File: src/rtl/npc_pkg.sv
package npc_pkg;

  typedef struct packed {
    logic capture;
    logic integUpd;
    logic hyst;
  } npcCtrl_t;

  function automatic logic [2:0] cvOf(input int hexIdx);
    case (hexIdx)
      1:       cvOf = 3'b100;
      2:       cvOf = 3'b110;
      3:       cvOf = 3'b010;
      4:       cvOf = 3'b011;
      5:       cvOf = 3'b001;
      default: cvOf = 3'b101;
    endcase
  endfunction

endpackage

File: src/rtl/npc_subhex_sel.sv
module npc_subhex_sel #(
  parameter int W = 16
) (
  input  logic signed [W-1:0] refA,
  input  logic signed [W-1:0] refB,
  input  logic signed [W-1:0] refC,
  output logic [2:0]          hexNum,
  output logic [2:0]          cvSel
);
  import npc_pkg::*;

  localparam int NHEX = 6;

  logic signed [W-1:0] legRef [3];
  logic [NHEX-1:0]     match;

  always_comb begin
    legRef[2] = refA;
    legRef[1] = refB;
    legRef[0] = refC;
  end

  for (genvar g = 0; g < NHEX; g++) begin : g_hex
    localparam logic [2:0] CV = cvOf(g + 1);
    logic [2:0] legOk;
    always_comb begin
      for (int l = 0; l < 3; l++) begin
        if (CV[l]) legOk[l] = !legRef[l][W-1];
        else       legOk[l] = legRef[l][W-1] || (legRef[l] == '0);
      end
    end
    assign match[g] = &legOk;
  end

  always_comb begin
    hexNum = 3'd1;
    cvSel  = cvOf(1);
    for (int i = NHEX - 1; i >= 0; i--) begin
      if (match[i]) begin
        hexNum = 3'(i + 1);
        cvSel  = cvOf(i + 1);
      end
    end
  end

endmodule

File: src/rtl/npc_ctrl.sv
module npc_ctrl (
  input  logic              periodStb,
  input  logic              hystMode,
  input  logic              satNow,
  output npc_pkg::npcCtrl_t ctl
);
  always_comb begin
    ctl.capture  = periodStb;
    ctl.hyst     = hystMode;
    ctl.integUpd = periodStb && !hystMode && !satNow;
  end
endmodule

File: src/rtl/npc_datapath.sv
module npc_datapath #(
  parameter int W    = 16,
  parameter int VW   = 16,
  parameter int TW   = 16,
  parameter int CW   = 16,
  parameter int FRAC = 12
) (
  input  logic                    clk,
  input  logic                    rstN,
  input  npc_pkg::npcCtrl_t       ctl,
  input  logic signed [W-1:0]     refA,
  input  logic signed [W-1:0]     refB,
  input  logic signed [W-1:0]     refC,
  input  logic [VW-1:0]           vUp,
  input  logic [VW-1:0]           vLo,
  input  logic [TW-1:0]           tzIn,
  input  logic signed [CW-1:0]    kp,
  input  logic signed [CW-1:0]    ki,
  output logic                    satNow,
  output logic [2:0]              subHex,
  output logic [2:0]              centralVec,
  output logic [2:0]              holdInnerOn,
  output logic [2:0]              holdOuterOff,
  output logic signed [((W > VW) ? W : VW)+1:0] redA,
  output logic signed [((W > VW) ? W : VW)+1:0] redB,
  output logic signed [((W > VW) ? W : VW)+1:0] redC,
  output logic [TW-1:0]           tPos,
  output logic [TW-1:0]           tNeg,
  output logic signed [FRAC+1:0]  coefF
);
  localparam int RW = ((W > VW) ? W : VW) + 2;
  localparam int EW = VW + 1;
  localparam int PW = CW + EW;
  localparam int AW = PW + 8;
  localparam int FW = FRAC + 2;
  localparam logic signed [FW-1:0] ONE_F = {2'b01, {FRAC{1'b0}}};
  localparam logic signed [AW-1:0] ONE_A = {{(AW-FRAC-1){1'b0}}, 1'b1, {FRAC{1'b0}}};

  // sector and central vector
  logic [2:0] hexN, cvN;
  npc_subhex_sel #(.W(W)) u_sel (
    .refA(refA), .refB(refB), .refC(refC), .hexNum(hexN), .cvSel(cvN)
  );

  // balancing coefficient
  logic signed [EW-1:0] err;
  logic signed [PW-1:0] pTerm, iTerm;
  logic signed [AW-1:0] integQ, iNext, fRaw;
  logic signed [FW-1:0] hystF, fNext;
  logic satHi, satLo;

  assign err   = $signed({1'b0, vUp}) - $signed({1'b0, vLo});
  assign pTerm = kp * err;
  assign iTerm = ki * err;
  assign iNext = integQ + $signed({{(AW-PW){iTerm[PW-1]}}, iTerm});
  assign fRaw  = iNext + $signed({{(AW-PW){pTerm[PW-1]}}, pTerm});
  assign satHi = fRaw > ONE_A;
  assign satLo = fRaw < -ONE_A;
  assign satNow = satHi || satLo;

  always_comb begin
    if (vUp > vLo)      hystF = ONE_F;
    else if (vUp < vLo) hystF = -ONE_F;
    else                hystF = '0;
    if (ctl.hyst)  fNext = hystF;
    else if (satHi) fNext = ONE_F;
    else if (satLo) fNext = -ONE_F;
    else            fNext = fRaw[FW-1:0];
  end

  // small-vector split
  logic [FW:0]     fSum;
  logic [FW+TW:0]  prod;
  logic [TW-1:0]   tPosN;
  assign fSum  = {fNext[FW-1], fNext} + {1'b0, ONE_F};
  assign prod  = fSum * tzIn;
  assign tPosN = prod[TW+FRAC:FRAC+1];

  // central voltages and reduced references
  logic [VW:0]          vSum, dUnit;
  logic signed [RW-1:0] dS, d2;
  logic signed [W-1:0]  legRef [3];
  logic signed [RW-1:0] redN [3];
  logic                 singleHigh;

  assign vSum  = {1'b0, vUp} + {1'b0, vLo};
  assign dUnit = vSum / (VW+1)'(6);
  assign dS    = $signed({{(RW-VW-1){1'b0}}, dUnit});
  assign d2    = dS <<< 1;
  assign singleHigh = ($countones(cvN) == 1);

  always_comb begin
    legRef[2] = refA;
    legRef[1] = refB;
    legRef[0] = refC;
  end

  for (genvar g = 0; g < 3; g++) begin : g_leg
    logic signed [RW-1:0] refExt, cenV;
    assign refExt = $signed({{(RW-W){legRef[g][W-1]}}, legRef[g]});
    always_comb begin
      if (singleHigh) cenV = cvN[g] ? d2 : -dS;
      else            cenV = cvN[g] ? dS : -d2;
    end
    assign redN[g] = refExt - cenV;
  end

  // registers
  logic [2:0]           hexQ, cvQ;
  logic signed [RW-1:0] redQ [3];
  logic [TW-1:0]        tPosQ, tNegQ;
  logic signed [FW-1:0] fQ;

  always_ff @(posedge clk) begin
    if (!rstN) begin
      hexQ   <= '0;
      cvQ    <= '0;
      redQ   <= '{default: '0};
      tPosQ  <= '0;
      tNegQ  <= '0;
      fQ     <= '0;
      integQ <= '0;
    end else begin
      if (ctl.capture) begin
        hexQ  <= hexN;
        cvQ   <= cvN;
        redQ  <= redN;
        tPosQ <= tPosN;
        tNegQ <= tzIn - tPosN;
        fQ    <= fNext;
      end
      if (ctl.integUpd) integQ <= iNext;
    end
  end

  assign subHex       = hexQ;
  assign centralVec   = cvQ;
  assign holdInnerOn  = cvQ;
  assign holdOuterOff = (hexQ != '0) ? ~cvQ : 3'b000;
  assign redA  = redQ[2];
  assign redB  = redQ[1];
  assign redC  = redQ[0];
  assign tPos  = tPosQ;
  assign tNeg  = tNegQ;
  assign coefF = fQ;

endmodule

File: src/rtl/npc_balancer.sv
module npc_balancer #(
  parameter int W    = 16,
  parameter int VW   = 16,
  parameter int TW   = 16,
  parameter int CW   = 16,
  parameter int FRAC = 12
) (
  input  logic                    clk,
  input  logic                    rstN,
  input  logic                    periodStb,
  input  logic                    hystMode,
  input  logic signed [W-1:0]     refA,
  input  logic signed [W-1:0]     refB,
  input  logic signed [W-1:0]     refC,
  input  logic [VW-1:0]           vUp,
  input  logic [VW-1:0]           vLo,
  input  logic [TW-1:0]           tzIn,
  input  logic signed [CW-1:0]    kp,
  input  logic signed [CW-1:0]    ki,
  output logic [2:0]              subHex,
  output logic [2:0]              centralVec,
  output logic [2:0]              holdInnerOn,
  output logic [2:0]              holdOuterOff,
  output logic signed [((W > VW) ? W : VW)+1:0] redA,
  output logic signed [((W > VW) ? W : VW)+1:0] redB,
  output logic signed [((W > VW) ? W : VW)+1:0] redC,
  output logic [TW-1:0]           tPos,
  output logic [TW-1:0]           tNeg,
  output logic signed [FRAC+1:0]  coefF
);
  npc_pkg::npcCtrl_t ctl;
  logic satNow;

  npc_ctrl u_ctrl (
    .periodStb(periodStb), .hystMode(hystMode), .satNow(satNow), .ctl(ctl)
  );

  npc_datapath #(.W(W), .VW(VW), .TW(TW), .CW(CW), .FRAC(FRAC)) u_dp (
    .clk(clk), .rstN(rstN), .ctl(ctl),
    .refA(refA), .refB(refB), .refC(refC),
    .vUp(vUp), .vLo(vLo), .tzIn(tzIn), .kp(kp), .ki(ki),
    .satNow(satNow),
    .subHex(subHex), .centralVec(centralVec),
    .holdInnerOn(holdInnerOn), .holdOuterOff(holdOuterOff),
    .redA(redA), .redB(redB), .redC(redC),
    .tPos(tPos), .tNeg(tNeg), .coefF(coefF)
  );
endmodule

File: config.mk
export PLATFORM = sky130hd
export DESIGN_NAME = npc_balancer
export DESIGN_NICKNAME = d
export VERILOG_FILES = /design/src/rtl/npc_pkg.sv /design/src/rtl/npc_subhex_sel.sv /design/src/rtl/npc_ctrl.sv /design/src/rtl/npc_datapath.sv /design/src/rtl/npc_balancer.sv
export SDC_FILE = /design/constraint.sdc
export NUM_CORES = 2
export LEC_CHECK = 0
export ABC_AREA = 0
export BUFFER_PORTS_ARGS = -buffer_cell sky130_fd_sc_hd__buf_2
export CAP_MARGIN = 15
export CELL_PAD_IN_SITES_DETAIL_PLACEMENT = 0
export CELL_PAD_IN_SITES_GLOBAL_PLACEMENT = 2
export CORE_MARGIN = 2
export CORE_UTILIZATION = 44
export CTS_CLUSTER_SIZE = 10
export DETAILED_ROUTE_END_ITERATION = 16
export GPL_TIMING_DRIVEN = 0
export PLACE_DENSITY = 0.93
export SLEW_MARGIN = 10
export SYNTH_ARGS = -nofsm -noshare
export SYNTH_HDL_FRONTEND = slang
export SYNTH_HIERARCHICAL = 1
export SYNTH_SLANG_ARGS = --single-unit
File: constraint.sdc
create_clock -name clk -period 49.9 [get_ports clk]
set_input_delay 0 -clock clk [delete_from_list [all_inputs] [get_ports clk]]
set_output_delay 0 -clock clk [all_outputs]
set_load 0.02 [all_outputs]
After elaboration in Yosys (flattened, before gate mapping)
Cells that the tools add are included.
- logic and storage cells: 80
- bits in registers: 147
- output and inout port bits: 112
- bits of input ports: 132
- multipliers: 3
- order comparisons: 4
- div/mod/pow operators: 1
- reduce and logical (&&, ||, !) cells: 21
- muxes and demuxes: 27
- bitwise gates (word level): 1
- equal/unequal tests: 1
- add/sub/neg operators: 13
- operator list (cell ; count):
    18-bit 2-to-1 mux ; 9
    41-bit by 33-bit adder with 41-bit output ; 2
    14-bit 2-to-1 mux ; 5
    16-bit by 17-bit multiplier with 33-bit output ; 2
    16-bit by 18-bit subtractor with 18-bit output ; 3
    16-bit zero test ; 3
    41-bit by 14-bit > comparator with 1-bit output (second input constant) ; 1
    41-bit by 13-bit less-than comparator with 1-bit output (second input constant) ; 1
    3-bit 2-to-1 mux ; 12
    32-bit by 1-bit adder with 32-bit output ; 1
    32-bit by 2-bit equality test with 1-bit output (second input constant) ; 1
    15-bit by 16-bit multiplier with 29-bit output ; 1
    17-bit negator with 18-bit output ; 1
    18-bit negator ; 1
    3-bit AND reduction ; 6
    16-bit by 16-bit adder with 17-bit output ; 1
    17-bit by 3-bit divider with 17-bit output (second input constant) ; 1
    16-bit by 16-bit subtractor with 17-bit output ; 1
    16-bit > comparator ; 1
    16-bit less-than comparator ; 1
    16-bit subtractor ; 1
    14-bit by 14-bit adder with 15-bit output (second input constant) ; 1
    1-bit zero test ; 5
    1-bit logical OR ; 4
    5 further kinds ; 6

Logic depth before layout (Yosys ltp)
- depth in word-level cells: 14
- mapped depth: 114
- depth with buffers taken out: 109

By module
The synthesis kept the hierarchy.
- by module, submodules not included (module ; cells an instance ; area each (sq um) ; times used):
    npc_datapath ; 5201 ; 45376.0 ; 1
    npc_subhex_sel ; 33 ; 320.3 ; 1
    npc_ctrl ; 3 ; 27.5 ; 1

Least setup slack after synthesis
OpenSTA, ideal clock, no wires.
- path type: input-to-reg
- start point: input port vLo[1]
- end point: register u_dp.tNegQ[15], in the netlist u_dp/tNeg[15]
- path buffers: 4
- cell stages on the path: 103
- setup slack: 27532 ps
- arrival time: 22235 ps
- setup time: 132 ps
- path through: inv_1 ha_1 nor2b_1 o21ai_0 a21oi_1 o21ai_0 a21oi_1 o21ai_0 a21oi_1 o21ai_0 a21boi_0 o21ai_0 a21oi_1 o21ai_0 nand2b_1 a21oi_1 o21bai_1 xor2_1 (+67 left out) o21bai_1 a311o_1 a21oi_1 xor2_1 ha_1 a21boi_0 o21ai_0 nand2b_1 and2_1 o21ai_0 nand2b_1 a21o_1 a21o_1 a21o_1 a21oi_1 xnor2_1 xnor2_1 a21oi_1
- cells in the longest elaborated chain, start to end: 11
- elaborated cells between the ends (all ways): 17
- those cells by class: add/sub: 5; mul: 3; order compare: 4; mux: 5
- RTL lines (what ; RTL line ; RTL):
    start, declared ; npc_balancer.sv:16 ; input logic [VW-1:0] vLo,
    16-bit by 16-bit subtractor with 17-bit output (*) ; npc_datapath.sv:52 ; assign err = $signed({1'b0, vUp}) - $signed({1'b0, vLo});
    16-bit by 17-bit multiplier with 33-bit output (*) ; npc_datapath.sv:54 ; assign iTerm = ki * err;
    41-bit by 33-bit adder with 41-bit output (*) ; npc_datapath.sv:55 ; assign iNext = integQ + $signed({{(AW-PW){iTerm[PW-1]}}, iTerm});
    net u_dp.iNext[25] ; npc_datapath.sv:48 ; logic signed [AW-1:0] integQ, iNext, fRaw;
    41-bit by 33-bit adder with 41-bit output (*) ; npc_datapath.sv:56 ; assign fRaw = iNext + $signed({{(AW-PW){pTerm[PW-1]}}, pTerm});
    41-bit by 13-bit less-than comparator with 1-bit output ; npc_datapath.sv:58 ; assign satLo = fRaw < -ONE_A;
    14-bit 2-to-1 mux ; npc_datapath.sv:67 ; else if (satLo) fNext = -ONE_F;
    14-bit 2-to-1 mux (*) ; npc_datapath.sv:66 ; else if (satHi) fNext = ONE_F;
    14-bit 2-to-1 mux (*) ; npc_datapath.sv:65 ; if (ctl.hyst) fNext = hystF;
    14-bit by 14-bit adder with 15-bit output (*) ; npc_datapath.sv:75 ; assign fSum = {fNext[FW-1], fNext} + {1'b0, ONE_F};
    15-bit by 16-bit multiplier with 29-bit output (*) ; npc_datapath.sv:76 ; assign prod = fSum * tzIn;
    16-bit subtractor (*) ; npc_datapath.sv:129 ; tNegQ <= tzIn - tPosN;
    end signal, assigned ; npc_datapath.sv:129 ;
    end, declared ; npc_datapath.sv:111 ; logic [TW-1:0] tPosQ, tNegQ;
The timed path passes the listed nets; every way through them passes the cells marked *.
A chain may end at the register's enable or synchronous reset.

Worst setup path in the final report
Ends and elaborated chain as after synthesis.

==> results by group <==
Logic synthesis
  • Synth Area in Adders: 49.7%
  • Main combinational cell family by area after synthesis: adder cells
  • Post-synth cell types: 111
  • Fraction of synthesized area in multiplexers: 2.94%
  • Synthesized cell area: 0.0457 mm²
  • Synth Net Count: 6659
  • Cells after Synth: 5237
  • Post-synth EDFFs: 0
  • Syn avg cell area: 8.73 µm²
  • Number of warnings printed during yosys synthesis: 6
  • Post-synthesis xor/xnor area fraction: 3.47%
  • Yosys reg bits: 147
  • Seq/Total Area, Yosys: 6.44%
  • Synth Area in Simple Gates: 17.8%
  • Ys flop type: dfxtp_1
  • Synth Area in Compound Gates: 9.94%
  • FFs w/ async S/R, synth: 0%

GRT
  • Total grt overflow: 0
  • Initial antenna violation count: 9
  • Number of global-route vias before repair: 39.4k
  • First-pass GRT wire length: 231000 µm
  • GRT Util Overall: 28.3%
  • Largest net degree at the start of global routing: 26

STA
  • Final setup TNS: 0 ns
  • Fmax: 36.6 MHz
  • Fin. max-slew vios: 0
  • # setup viols final: 0
  • Slew at the pin with the worst max-slew slack: 1.22 ns
  • Final Hold Violating Endpoints: 0
  • Final worst path period share: 54.7%
  • Final worst path period need: 27.29 ns
  • Relative slew slack: 16.7%
  • RSZ-0062 raised after global routing: no
  • Clk_skew: 0.0264 ns

Finish
  • Area Growth Syn to Fin: 7.82%
  • Multi-input logic area: 0.0383 mm²
  • Register area: 0.00294 mm²
  • Commonest non-fill, non-tap cells in the layout: inv_1 (941), fa_1 (873), nand2_1 (653)
  • Fillers: 10.2k
  • Ratio of cells with drive above 1 in the final layout: 6.45%
  • Nets: 6909
  • Most common cell after layout, fill and taps aside: inv_1

Clocking
  • CTS root buffer: clkbuf_16
  • Post-CTS Setup Inserts: 0
  • TritonCTS clock tree: built
  • H-tree depth: 4
  • Clock buffer depth: 2
  • Worst skew pair latency: 0.50 ns
  • Clk slew on worst S/H paths: 0.07 ns
  • Inserted Clock Buffers: 17
  • CTS sink count: 147

Placement
  • DP HPWL: 122000 µm
  • GPL Wtd Cong: 0.956
  • I/O Buffers: 226

Route
  • Antenna viol nets, final: 0
  • Drt total wl: 146000 µm
  • Drt drc: 0
  • First-pass DRT Iterations: 6
  • Via-to-Cell Ratio: 5.39
  • Initial drt markers: 2701
  • DR vias: 37.1k
  • Per-cell routed wire length: 21.2 µm

Worst hold path
  • End of the worst hold path: u_dp/redC[1]
  • Min-delay worst type: input port to flip-flop
  • WHS Path Cells: 4
  • Hold_sp: refC[1]

Critical path
  • Max Fanout on Critical Path: 10
  • Setup CP Type: input port to flip-flop
  • Crit-path slowest cell: a2111oi_0
  • Reg2Reg Launch Point: u_dp/integQ[3]
  • R2R cell count: 90
  • Slowest stage delay, CP: 1.06 ns
  • R2R Setup Slk: 26.35 ns
  • CP Launch Type: input port
  • WP data required: 50.25 ns
  • WP data arrival: 27.65 ns
  • CP most frequent cell: fa_1
  • Critical register-to-register path endpoint: u_dp/tNeg[15]
  • Crit. End Element: flip-flop

Floorplan
  • Io pins: 244
  • Num rows: 118
  • Die X: 326 µm
  • Initial Util: 44.2%
  • Die H: 326 µm
  • Placeable Area: 0.103 mm²
  • Die Footprint: 0.107 mm²

Run status
  • Status: complete, no violations

Job
  • Max Cap Violations: 0
## synth_stat cells, types with 48 or more instances
master    count  share of area [%]
a21oi_1     184                2.0
and2_1      229                3.1
clkbuf_1    198                1.6
dfxtp_1     147                6.4
fa_1        875                 38
ha_1        415                 11
inv_1       941                7.7
mux2i_1     122                2.7
nand2_1     653                5.4
nand2b_1     75                1.0
nand3_1      48               0.53
nor2_1      219                1.8
nor2b_1     184                2.5
nor3_1       67               0.73
o21ai_0     144                1.6
xnor2_1     144                2.8
## flip-flops by register name, summed over array words and instances (netlist names)
signal / count
u_dp/subHex: 3
u_dp/redC: 18
u_dp/integQ: 41
u_dp/redB: 18
u_dp/tNeg: 16
u_dp/tPos: 16
u_dp/redA: 18
u_dp/centralVec: 3
u_dp/coefF: 14
## metal layers
metal / part of all wire [%] / vias up / GRT usage (%)
met2: 46 / 1244 / 46.6
met1: 42 / 18583 / 37.5
li1: - / 17004 / -
met3: 7.2 / 252 / 5.33
met5: 0.10 / - / 0
met4: 3.9 / 8 / 9.89
## critical path: cells and delay by family
family                     cells  cell delay (ns)
AOI/OAI and AO/OA             36             9.05
xor gates and xnor gates       5             1.22
adders and majority gates     22             9.84
buffers and inverters         17             2.76
and+or+nand+nor               21             4.74
## repair_timing
item / 4_1_cts / 5_1_grt
hold buffers: 1 / 0
hold endpoints to repair: 1 / 0
resized for setup: 0 / 0
## stage by stage
step	cells	hold WS (ns)	area (µm²)	util, %	setup slack, ns
after floorplan	5237	0.262	45700	-	27.53
after global placement	6843	0.435	48600	47.0	22.66
after detailed placement	6846	0.435	48600	47.1	22.58
after CTS	6879	0.0212	49300	47.7	23.03
after global routing	6880	0.0552	49300	47.7	21.06
final	6883	0.0558	49300	47.7	22.61
## cell families after synthesis
kind of cell	after synthesis
adder cells (fa/ha/maj)	1290
XOR/XNOR	181
flip-flops	147
multiplexers	132
buffers and inverters	1178
AO/OA/AOI/OAI	674
AND/OR/NAND/NOR	1635
## cell type report
type / count / share of cell area (%)
antenna: 3 / 0.0152
buffer: 233 / 1.89
clock buffer: 19 / 0.919
clock inverter: 13 / 0.332
inverter: 945 / 7.20
multi-input combinational: 3912 / 77.7
sequential: 147 / 5.97
tap: 1380 / 3.50
timing repair buffer: 231 / 2.46
## how the worst max path moves through the flow
stage	startpoint	endpoint	slack, ns
4_1_cts	vLo[1]	u_dp/tNeg[15]	23.03
5_1_grt	vLo[1]	u_dp/tNeg[15]	21.06
3_3_place_gp	vLo[1]	u_dp/tNeg[15]	22.66
6_report	vLo[1]	u_dp/tNeg[15]	22.61
2_1_floorplan	vLo[1]	u_dp/tNeg[15]	27.53
3_5_place_dp	vLo[1]	u_dp/tNeg[15]	22.58
Power is left out: the tool's default activity adds up to more than one toggle a clock period on the data nets, which glitch-free logic cannot reach.
